### src/rtl/euler_pkg.sv
package euler_pkg;

  typedef enum logic [2:0] {
    MS_NONE,
    MS_3X,
    MS_P1U,
    MS_P1DX,
    MS_3Y,
    MS_P2DX,
    MS_UDX
  } mulStep_e;

  typedef enum logic [2:0] {
    AS_NONE,
    AS_X1,
    AS_CMP,
    AS_USUB1,
    AS_USUB2,
    AS_Y1
  } aluStep_e;

  typedef enum logic [1:0] {
    ALU_ADD,
    ALU_SUB,
    ALU_LT
  } aluOp_e;

  typedef struct packed {
    logic     load;
    mulStep_e mulStep;
    aluStep_e aluStep;
    logic     commit;
    logic     latchOut;
  } ctrlStrobes_t;

endpackage

### src/rtl/euler_mul.sv
module euler_mul #(
  parameter int WIDTH = 16,
  parameter int FRAC  = 8
) (
  input  logic signed [WIDTH-1:0] opA,
  input  logic signed [WIDTH-1:0] opB,
  output logic signed [WIDTH-1:0] result
);
  localparam int PW = 2 * WIDTH;

  logic signed [PW-1:0] fullProd;

  always_comb begin
    fullProd = PW'(opA) * PW'(opB);
    result   = fullProd[FRAC+WIDTH-1:FRAC];
  end
endmodule

### src/rtl/euler_alu.sv
module euler_alu
  import euler_pkg::*;
#(
  parameter int WIDTH = 16
) (
  input  logic signed [WIDTH-1:0] opA,
  input  logic signed [WIDTH-1:0] opB,
  input  aluOp_e                  op,
  output logic signed [WIDTH-1:0] result,
  output logic                    isLess
);
  always_comb begin
    isLess = (opA < opB);
    unique case (op)
      ALU_ADD: result = opA + opB;
      ALU_SUB: result = opA - opB;
      ALU_LT:  result = {{(WIDTH-1){1'b0}}, isLess};
      default: result = '0;
    endcase
  end
endmodule

### src/rtl/euler_ctrl.sv
module euler_ctrl
  import euler_pkg::*;
(
  input  logic         clk,
  input  logic         rstN,
  input  logic         start,
  input  logic         restart,
  input  logic         contFlag,
  output ctrlStrobes_t strobe,
  output logic         ready,
  output logic         done
);
  typedef enum logic [3:0] {
    ST_READ, ST_S1, ST_S2, ST_S3, ST_S4, ST_S5, ST_S6, ST_S7, ST_WRITE
  } state_e;

  state_e state, nextState;

  always_ff @(posedge clk or negedge rstN) begin
    if (!rstN) state <= ST_READ;
    else       state <= nextState;
  end

  always_comb begin
    nextState       = state;
    strobe.load     = 1'b0;
    strobe.mulStep  = MS_NONE;
    strobe.aluStep  = AS_NONE;
    strobe.commit   = 1'b0;
    strobe.latchOut = 1'b0;
    unique case (state)
      ST_READ: begin
        if (start) begin
          strobe.load = 1'b1;
          nextState   = ST_S1;
        end
      end
      ST_S1: begin
        strobe.mulStep = MS_3X;
        strobe.aluStep = AS_X1;
        nextState      = ST_S2;
      end
      ST_S2: begin
        strobe.mulStep = MS_P1U;
        strobe.aluStep = AS_CMP;
        nextState      = ST_S3;
      end
      ST_S3: begin
        strobe.mulStep = MS_P1DX;
        nextState      = ST_S4;
      end
      ST_S4: begin
        strobe.mulStep = MS_3Y;
        strobe.aluStep = AS_USUB1;
        nextState      = ST_S5;
      end
      ST_S5: begin
        strobe.mulStep = MS_P2DX;
        nextState      = ST_S6;
      end
      ST_S6: begin
        strobe.mulStep = MS_UDX;
        strobe.aluStep = AS_USUB2;
        nextState      = ST_S7;
      end
      ST_S7: begin
        strobe.aluStep  = AS_Y1;
        strobe.commit   = 1'b1;
        strobe.latchOut = !contFlag;
        nextState       = contFlag ? ST_S1 : ST_WRITE;
      end
      ST_WRITE: nextState = ST_READ;
      default:  nextState = ST_READ;
    endcase
    if (restart) begin
      nextState       = ST_READ;
      strobe.load     = 1'b0;
      strobe.commit   = 1'b0;
      strobe.latchOut = 1'b0;
      strobe.mulStep  = MS_NONE;
      strobe.aluStep  = AS_NONE;
    end
  end

  assign ready = (state == ST_READ);
  assign done  = (state == ST_WRITE);
endmodule

### src/rtl/euler_dp.sv
module euler_dp
  import euler_pkg::*;
#(
  parameter int WIDTH = 16,
  parameter int FRAC  = 8,
  parameter int CNT_W = 16
) (
  input  logic                    clk,
  input  logic                    rstN,
  input  ctrlStrobes_t            strobe,
  input  logic signed [WIDTH-1:0] xIn,
  input  logic signed [WIDTH-1:0] yIn,
  input  logic signed [WIDTH-1:0] uIn,
  input  logic signed [WIDTH-1:0] dxIn,
  input  logic signed [WIDTH-1:0] aIn,
  output logic                    contFlag,
  output logic signed [WIDTH-1:0] yOut,
  output logic [CNT_W-1:0]        iterCount
);
  localparam int THREE_INT = 3 << FRAC;
  localparam logic signed [WIDTH-1:0] THREE = THREE_INT[WIDTH-1:0];

  logic signed [WIDTH-1:0] xR, yR, uR, dxR, aR;
  logic signed [WIDTH-1:0] p1R, p2R, p3R, x1R, tR;
  logic                    cR;

  logic signed [WIDTH-1:0] mulA, mulB, mulRes;
  logic signed [WIDTH-1:0] aluA, aluB, aluRes;
  aluOp_e                  aluOp;
  logic                    aluLt;

  euler_mul #(.WIDTH(WIDTH), .FRAC(FRAC)) mul_i (
    .opA(mulA), .opB(mulB), .result(mulRes)
  );

  euler_alu #(.WIDTH(WIDTH)) alu_i (
    .opA(aluA), .opB(aluB), .op(aluOp), .result(aluRes), .isLess(aluLt)
  );

  // multiplier operand steering
  always_comb begin
    mulA = '0;
    mulB = '0;
    unique case (strobe.mulStep)
      MS_3X:   begin mulA = THREE; mulB = xR;  end
      MS_P1U:  begin mulA = p1R;   mulB = uR;  end
      MS_P1DX: begin mulA = p1R;   mulB = dxR; end
      MS_3Y:   begin mulA = THREE; mulB = yR;  end
      MS_P2DX: begin mulA = p2R;   mulB = dxR; end
      MS_UDX:  begin mulA = uR;    mulB = dxR; end
      default: begin mulA = '0;    mulB = '0;  end
    endcase
  end

  // ALU operand steering
  always_comb begin
    aluA  = '0;
    aluB  = '0;
    aluOp = ALU_ADD;
    unique case (strobe.aluStep)
      AS_X1:    begin aluA = xR;  aluB = dxR; aluOp = ALU_ADD; end
      AS_CMP:   begin aluA = x1R; aluB = aR;  aluOp = ALU_LT;  end
      AS_USUB1: begin aluA = uR;  aluB = p1R; aluOp = ALU_SUB; end
      AS_USUB2: begin aluA = tR;  aluB = p2R; aluOp = ALU_SUB; end
      AS_Y1:    begin aluA = yR;  aluB = p3R; aluOp = ALU_ADD; end
      default:  begin aluA = '0;  aluB = '0;  aluOp = ALU_ADD; end
    endcase
  end

  always_ff @(posedge clk or negedge rstN) begin
    if (!rstN) begin
      xR <= '0; yR <= '0; uR <= '0; dxR <= '0; aR <= '0;
      p1R <= '0; p2R <= '0; p3R <= '0; x1R <= '0; tR <= '0;
      cR <= 1'b0;
      yOut <= '0;
      iterCount <= '0;
    end else if (strobe.load) begin
      xR <= xIn; yR <= yIn; uR <= uIn; dxR <= dxIn; aR <= aIn;
      cR <= 1'b0;
      iterCount <= '0;
    end else begin
      unique case (strobe.mulStep)
        MS_3X, MS_P1U, MS_P1DX: p1R <= mulRes;
        MS_3Y, MS_P2DX:         p2R <= mulRes;
        MS_UDX:                 p3R <= mulRes;
        default: ;
      endcase
      unique case (strobe.aluStep)
        AS_X1:              x1R <= aluRes;
        AS_CMP:             cR  <= aluLt;
        AS_USUB1, AS_USUB2: tR  <= aluRes;
        default: ;
      endcase
      if (strobe.commit) begin
        xR <= x1R;
        uR <= tR;
        yR <= aluRes;
        iterCount <= iterCount + 1'b1;
      end
      if (strobe.latchOut) yOut <= aluRes;
    end
  end

  assign contFlag = cR;
endmodule

### src/rtl/euler_solver.sv
module euler_solver
  import euler_pkg::*;
#(
  parameter int WIDTH = 16,
  parameter int FRAC  = 8,
  parameter int CNT_W = 16
) (
  input  logic                    clk,
  input  logic                    rstN,
  input  logic                    start,
  input  logic                    restart,
  input  logic signed [WIDTH-1:0] xIn,
  input  logic signed [WIDTH-1:0] yIn,
  input  logic signed [WIDTH-1:0] uIn,
  input  logic signed [WIDTH-1:0] dxIn,
  input  logic signed [WIDTH-1:0] aIn,
  output logic                    ready,
  output logic                    done,
  output logic signed [WIDTH-1:0] yOut,
  output logic [CNT_W-1:0]        iterCount
);
  ctrlStrobes_t strobe;
  logic         contFlag;

  euler_ctrl ctrl_i (
    .clk(clk), .rstN(rstN), .start(start), .restart(restart),
    .contFlag(contFlag), .strobe(strobe), .ready(ready), .done(done)
  );

  euler_dp #(.WIDTH(WIDTH), .FRAC(FRAC), .CNT_W(CNT_W)) dp_i (
    .clk(clk), .rstN(rstN), .strobe(strobe),
    .xIn(xIn), .yIn(yIn), .uIn(uIn), .dxIn(dxIn), .aIn(aIn),
    .contFlag(contFlag), .yOut(yOut), .iterCount(iterCount)
  );
endmodule

### config.mk
export PLATFORM = sky130hd
export DESIGN_NAME = euler_solver
export DESIGN_NICKNAME = d
export VERILOG_FILES = /design/src/rtl/euler_pkg.sv /design/src/rtl/euler_mul.sv /design/src/rtl/euler_alu.sv /design/src/rtl/euler_ctrl.sv /design/src/rtl/euler_dp.sv /design/src/rtl/euler_solver.sv
export SDC_FILE = /design/constraint.sdc
export NUM_CORES = 1
export LEC_CHECK = 0
export BUFFER_PORTS_ARGS = -buffer_cell sky130_fd_sc_hd__buf_4
export CAP_MARGIN = 30
export CORE_MARGIN = 5
export CORE_UTILIZATION = 60
export CTS_CLUSTER_SIZE = 30
export DETAILED_ROUTE_END_ITERATION = 8
export GPL_TIMING_DRIVEN = 0
export PLACE_DENSITY = 0.86
export SKIP_LAST_GASP = 1
export SYNTH_ARGS = -nofsm -noshare
export SYNTH_HDL_FRONTEND = slang
export SYNTH_SLANG_ARGS = --single-unit
export TNS_END_PERCENT = 20
### constraint.sdc
create_clock -name clk -period 11.15 [get_ports clk]
set_clock_uncertainty 0.15 [all_clocks]
set_input_delay 3.345 -clock clk [delete_from_list [all_inputs] [get_ports clk]]
set_output_delay 3.345 -clock clk [all_outputs]
set_load 0.01 [all_outputs]
Yosys cells after proc, flatten, opt, wreduce, memory -nomap -nowiden
Cells that the tools add are included.
- flip-flop bits (word level): 197
- latch bits: 0
- bits in writable memories: 0
- ROM bits: 0
- memories: 0
- add/sub/neg operators: 3
- multipliers: 1
- divide/modulo/power cells: 0
- magnitude comparators: 1
- equal/unequal tests: 22
- shift-type cells: 0
- muxes and demuxes: 26
- bitwise logic cells: 1
- reductions and logical operators: 17
- operators by type and width (operator ; number):
    one-hot mux 16 bit (5 select lines) ; 2
    2-to-1 mux 16 bit ; 8
    one-hot mux 16 bit (4 select lines) ; 2
    one-hot mux 16 bit (3 select lines) ; 1
    one-hot mux 4 bit (8 select lines) ; 1
    multiplier 16 x 16 -> 24 bit ; 1
    one-hot mux 3 bit (6 select lines) ; 1
    adder 16 x 1 -> 16 bit, second input constant ; 1
    adder 16 bit ; 1
    equality test 4 x 3 -> 1 bit, second input constant ; 4
    less-than comparator 16 bit ; 1
    subtractor 16 bit ; 1
    equality test 3 bit, second input constant ; 5
    one-hot mux 3 bit (5 select lines) ; 1
    equality test 3 x 2 -> 1 bit, second input constant ; 4
    2-to-1 mux 4 bit ; 3
    AND reduction 2 bit ; 6
    2-to-1 mux 9 bit ; 1
    equality test 4 x 2 -> 1 bit, second input constant ; 2
    OR reduction 2 bit ; 4
    equality test 3 x 1 -> 1 bit, second input constant ; 2
    OR reduction 3 bit ; 2
    equality test 4 x 1 -> 1 bit, second input constant ; 1
    equality test 4 bit, second input constant ; 1
    11 further kinds ; 15

Depth between registers and ports, before layout
- depth after elaboration: 10
- gate-level depth with buffers: 33
- depth with buffers taken out: 28

Modules after synthesis
Synthesis repeated with hierarchy kept, for this count alone.
- cell total of the unflattened synthesis: 1956
- area, all modules: 18948.2 sq um
- by module, submodules not included (module ; instances ; cells an instance ; area each (sq um) ; seq. area each (sq um)):
    euler_dp ; 1 ; 834 ; 9589.2 ; 4829.6
    euler_mul ; 1 ; 838 ; 7394.6 ; 0.0
    euler_alu ; 1 ; 246 ; 1646.6 ; 0.0
    euler_ctrl ; 1 ; 38 ; 317.8 ; 100.1

Worst setup path after synthesis
OpenSTA, ideal clock, no wires.
- path type: input port to flip-flop
- start point: input restart
- end point: register dp_i.p1R[11]
- arrival: 9911 ps
- required time: 10869 ps
- path slack: 959 ps
- stages on the path: 27
- path buffers: 5
- cell sequence: buf_2 > nor3b_1 > buf_2 > and2_1 > buf_2 > clkbuf_1 > buf_1 > a221o_1 > nand2_1 > fa_1 > fa_1 > inv_1 > fa_1 > fa_1 > fa_1 > inv_1 > fa_1 > inv_1 > ha_1 > a21o_1 > a21o_1 > a21o_1 > a221oi_2 > nor2b_1 > nor2_1 > xor2_1 > o21ai_0
- longest elaborated chain between the ends: 5
- elaborated cells between the ends (all ways): 16
- those cells by class: mul: 1; eq/ne: 6; mux: 3; bitwise: 1; reduce/logical: 5
- RTL lines (what ; RTL line ; RTL):
    start: declaration ; euler_solver.sv:11 ; input logic restart,
    2-to-1 mux 9 bit (*) ; euler_ctrl.sv:75 ; if (restart) begin
    equality test 3 x 2 -> 1 bit, or another cell as far along ; euler_dp.sv:44, euler_dp.sv:82 ;
    OR reduction 3 bit (no line) / OR reduction 2 bit (equally long branches) ; -- ;
    one-hot mux 16 bit (4 select lines) ; euler_dp.sv:44 ; unique case (strobe.mulStep)
    multiplier 16 x 16 -> 24 bit ; euler_mul.sv:14 ; fullProd = PW'(opA) * PW'(opB);
    end signal: assignment ; euler_dp.sv:83 ; MS_3X, MS_P1U, MS_P1DX: p1R <= mulRes;
    end: declaration ; euler_dp.sv:24 ; logic signed [WIDTH-1:0] p1R, p2R, p3R, x1R, tR;
Every way passes the cells marked *; elsewhere a longest branch is shown, timed or not.
A chain may end at the register's enable or synchronous reset.

Final worst setup path
Same ends and word-level chain as after synthesis.

==> results.ini <==
[outcome]
outcome=finished, final reports clean

[setup_path]
cp_slowest_cell=fa_1
critical-path-top-delay-family=adder cells
critPathMaxFanout=19
cp_data_required_time_ns=11.30
critPathBufInv=8
crit_type=primary input to register
critPathLaunchType=primary input
cp_common_cell=fa_1
critPathArrivalTime_ns=10.99
reg2reg_slack_ns=2.58
end_kind=register
slowest_delay_ns=0.54

[die]
ioPinCount=118
fp.coreArea_sq_um=29700
die-area_sq_um=33800
num_rows=63
initial_core_util_pct=60.9
die_h_um=184
die_w_um=184

[clock_network]
cts_tree=done
h-tree-depth=4
root_buffer=clkbuf_16
cts.clk_slew.worst_paths_ns=0.07
insertion_delay_ns=0.45
cts_buffers=17
cts.sinks=197
cts-hold-fix-buffers=0
cts_buffer_depth=2

[synthesis]
synth_edf_count=0
ys.flop_type=dfrtp_1
syn_avg_cell_area_sq_um=9.00
ys_ff_latch=197
seq_area_frac_synth_pct=27.2
netlist_area_sq_um=18100
yosys_warnings=0
ys_async_sr_fraction_pct=100
netlist_instances=2013
synth.distinct_cells=80
syn_nets=2387

[drt]
drt_wl_total_um=60000
drt-met1-wl_um=21600
drt_iter0_markers=2495
top_layer=met4
vias=16200
drc=0
met3_wirelength_um=5870
wl_met2_um=28500
via_per_inst=6.33
wl_per_cell_um=23.4
first_pass_iters=7
ant_nets=0

[layout]
nets=2532
num-fill-cells=2403
final_cells=2561
layout_common_cells=320 x nand2_1, 282 x inv_1, 197 x dfrtp_1
layout_commonest_cell=nand2_1
area_growth_pct=11.7
drive_gt1_share_pct=12.5
num_antenna_cells=0

[grt]
overflow=0
track_usage_pct=36.2
grt_pass1_wl_um=93700
grt_pass1_vias=16900
antenna_found_initial=0
grt_max_degree=105

[power_and_ir_drop]
power_density_nw_per_um2=161
total_leakage_power_nw=9.63
ir_drop_mv=0.119

[placed_design]
gp_congestion=1.03
place.detailed.hpwl_um=48700
io_buffers=116
dp.cells=2527

[timing]
worst_pin_slew_ns=1.09
finalMaxSlewViolations=0
hold_viol_final=0
setup_viol=0
period_needed_ns=10.83
max_freq_mhz=92.3
tns_ns=0
fin_crit_sh_pct=97.2
timing.slew.headroom_pct=26.9

[worst_hold_path]
hold_class=register to register

[job]
max_cap_viol_count=0

worst paths after layout:
kind                                             start                       endpoint  depth (start not counted)
max                                            restart       dp_i.p1R[11]$_DFFE_PN0P_                         27
min                            dp_i.xR[13]$_DFFE_PN0P_        dp_i.xR[13]$_DFFE_PN0P_                          2
max reg2reg                ctrl_i.state[2]$_DFFE_PN0P_       dp_i.p3R[15]$_DFFE_PN0P_                         30
min reg2reg                    dp_i.xR[13]$_DFFE_PN0P_        dp_i.xR[13]$_DFFE_PN0P_                          2
max in group asynchronous                         rstN         dp_i.uR[5]$_DFFE_PN0P_                          2
min in group asynchronous                         rstN  dp_i.iterCount[0]$_DFFE_PN0P_                          1
what timing repair did:
action | CTS | global route
pin swaps | 0 | 2
buffers inserted | 0 | 3
endpoints found under the setup margin | 22 | 24
resized for setup | 7 | 26
synth_stat cells (12+ instances only):
cell      instances  area, sq um
xnor2_1          39          342
a21o_1           17          128
a221o_1          21          210
a222oi_1         12          120
o21ai_0         105          526
and3_1           26          163
ha_1            102         1280
dfrtp_1         197         4930
nor2_1          192          721
nand3_1          22          110
a22oi_1          85          638
nand2_1         320         1200
a21oi_1          43          215
xor2_1           18          158
a221oi_1         29          254
mux2_2           43          484
inv_1           282         1060
clkbuf_1         73          274
nand2b_1         14         87.6
fa_1            188         3760
routing by layer:
layer,global-route usage [%],up-vias
met5,0,-
met4,20.3,0
met3,6.93,272
met2,60.0,1111
met1,44.6,7872
li1,-,6957
kinds of logic (layout without fill, tap and decap cells):
group / after synthesis / count (layout) / share of synthesized area [%]
flops: 197 / 197 / 27.2
fa+ha+maj: 290 / 290 / 27.8
simple gates: 644 / 644 / 15.3
compound gates: 398 / 398 / 15.9
mux: 45 / 45 / 2.78
xor+xnor: 58 / 58 / 2.88
buf+inv: 381 / 539 / 8.12
stage by stage:
step / power [W] / area [sq um] / hold slack [ns] / setup WS, ns / util (%)
6_report: 0.00326 / 20200 / 0.327 / 0.316 / 68.1
5_1_grt: 0.00343 / 20200 / 0.358 / -0.0196 / 68.1
4_1_cts: 0.00319 / 20100 / 0.331 / -0.0551 / 67.7
3_5_place_dp: 0.00259 / 19600 / 0.308 / -0.885 / 65.8
3_3_place_gp: 0.00254 / 19500 / 0.301 / -0.760 / 65.5
2_1_floorplan: 0.00205 / 18100 / 0.288 / 0.959 / -
report_power, final:
| part | switching (W) | internal (W) |
|---|---|---|
| combinational | 0.000881 | 0.000520 |
| sequential | 0.000290 | 0.000969 |
| clock | 0.000293 | 0.000310 |
| total | 0.00146 | 0.00180 |
area by class of cell:
| class | count | area (sq um) | share of cell area [%] |
|---|---|---|---|
| clock inverter | 14 | 124 | 0.612 |
| timing repair buffer | 129 | 981 | 4.85 |
| sequential | 197 | 4930 | 24.4 |
| inverter | 284 | 1070 | 5.27 |
| buffer | 94 | 409 | 2.02 |
| tap | 390 | 488 | 2.41 |
| multi-input combinational | 1435 | 11800 | 58.4 |
| clock buffer | 18 | 429 | 2.12 |
worst register-to-register path: cells and delay by family (launching register included):
family,cells,cell delay (ns)
AO/OA/AOI/OAI,8,2.06
XOR/XNOR,1,0.17
adder cells (fa/ha/maj),7,3.27
buffers and inverters,9,1.49
flip-flops,1,0.48
multiplexers,1,0.29
AND/OR/NAND/NOR,4,0.57
No activity file was read; power rests on OpenSTA's default activity.
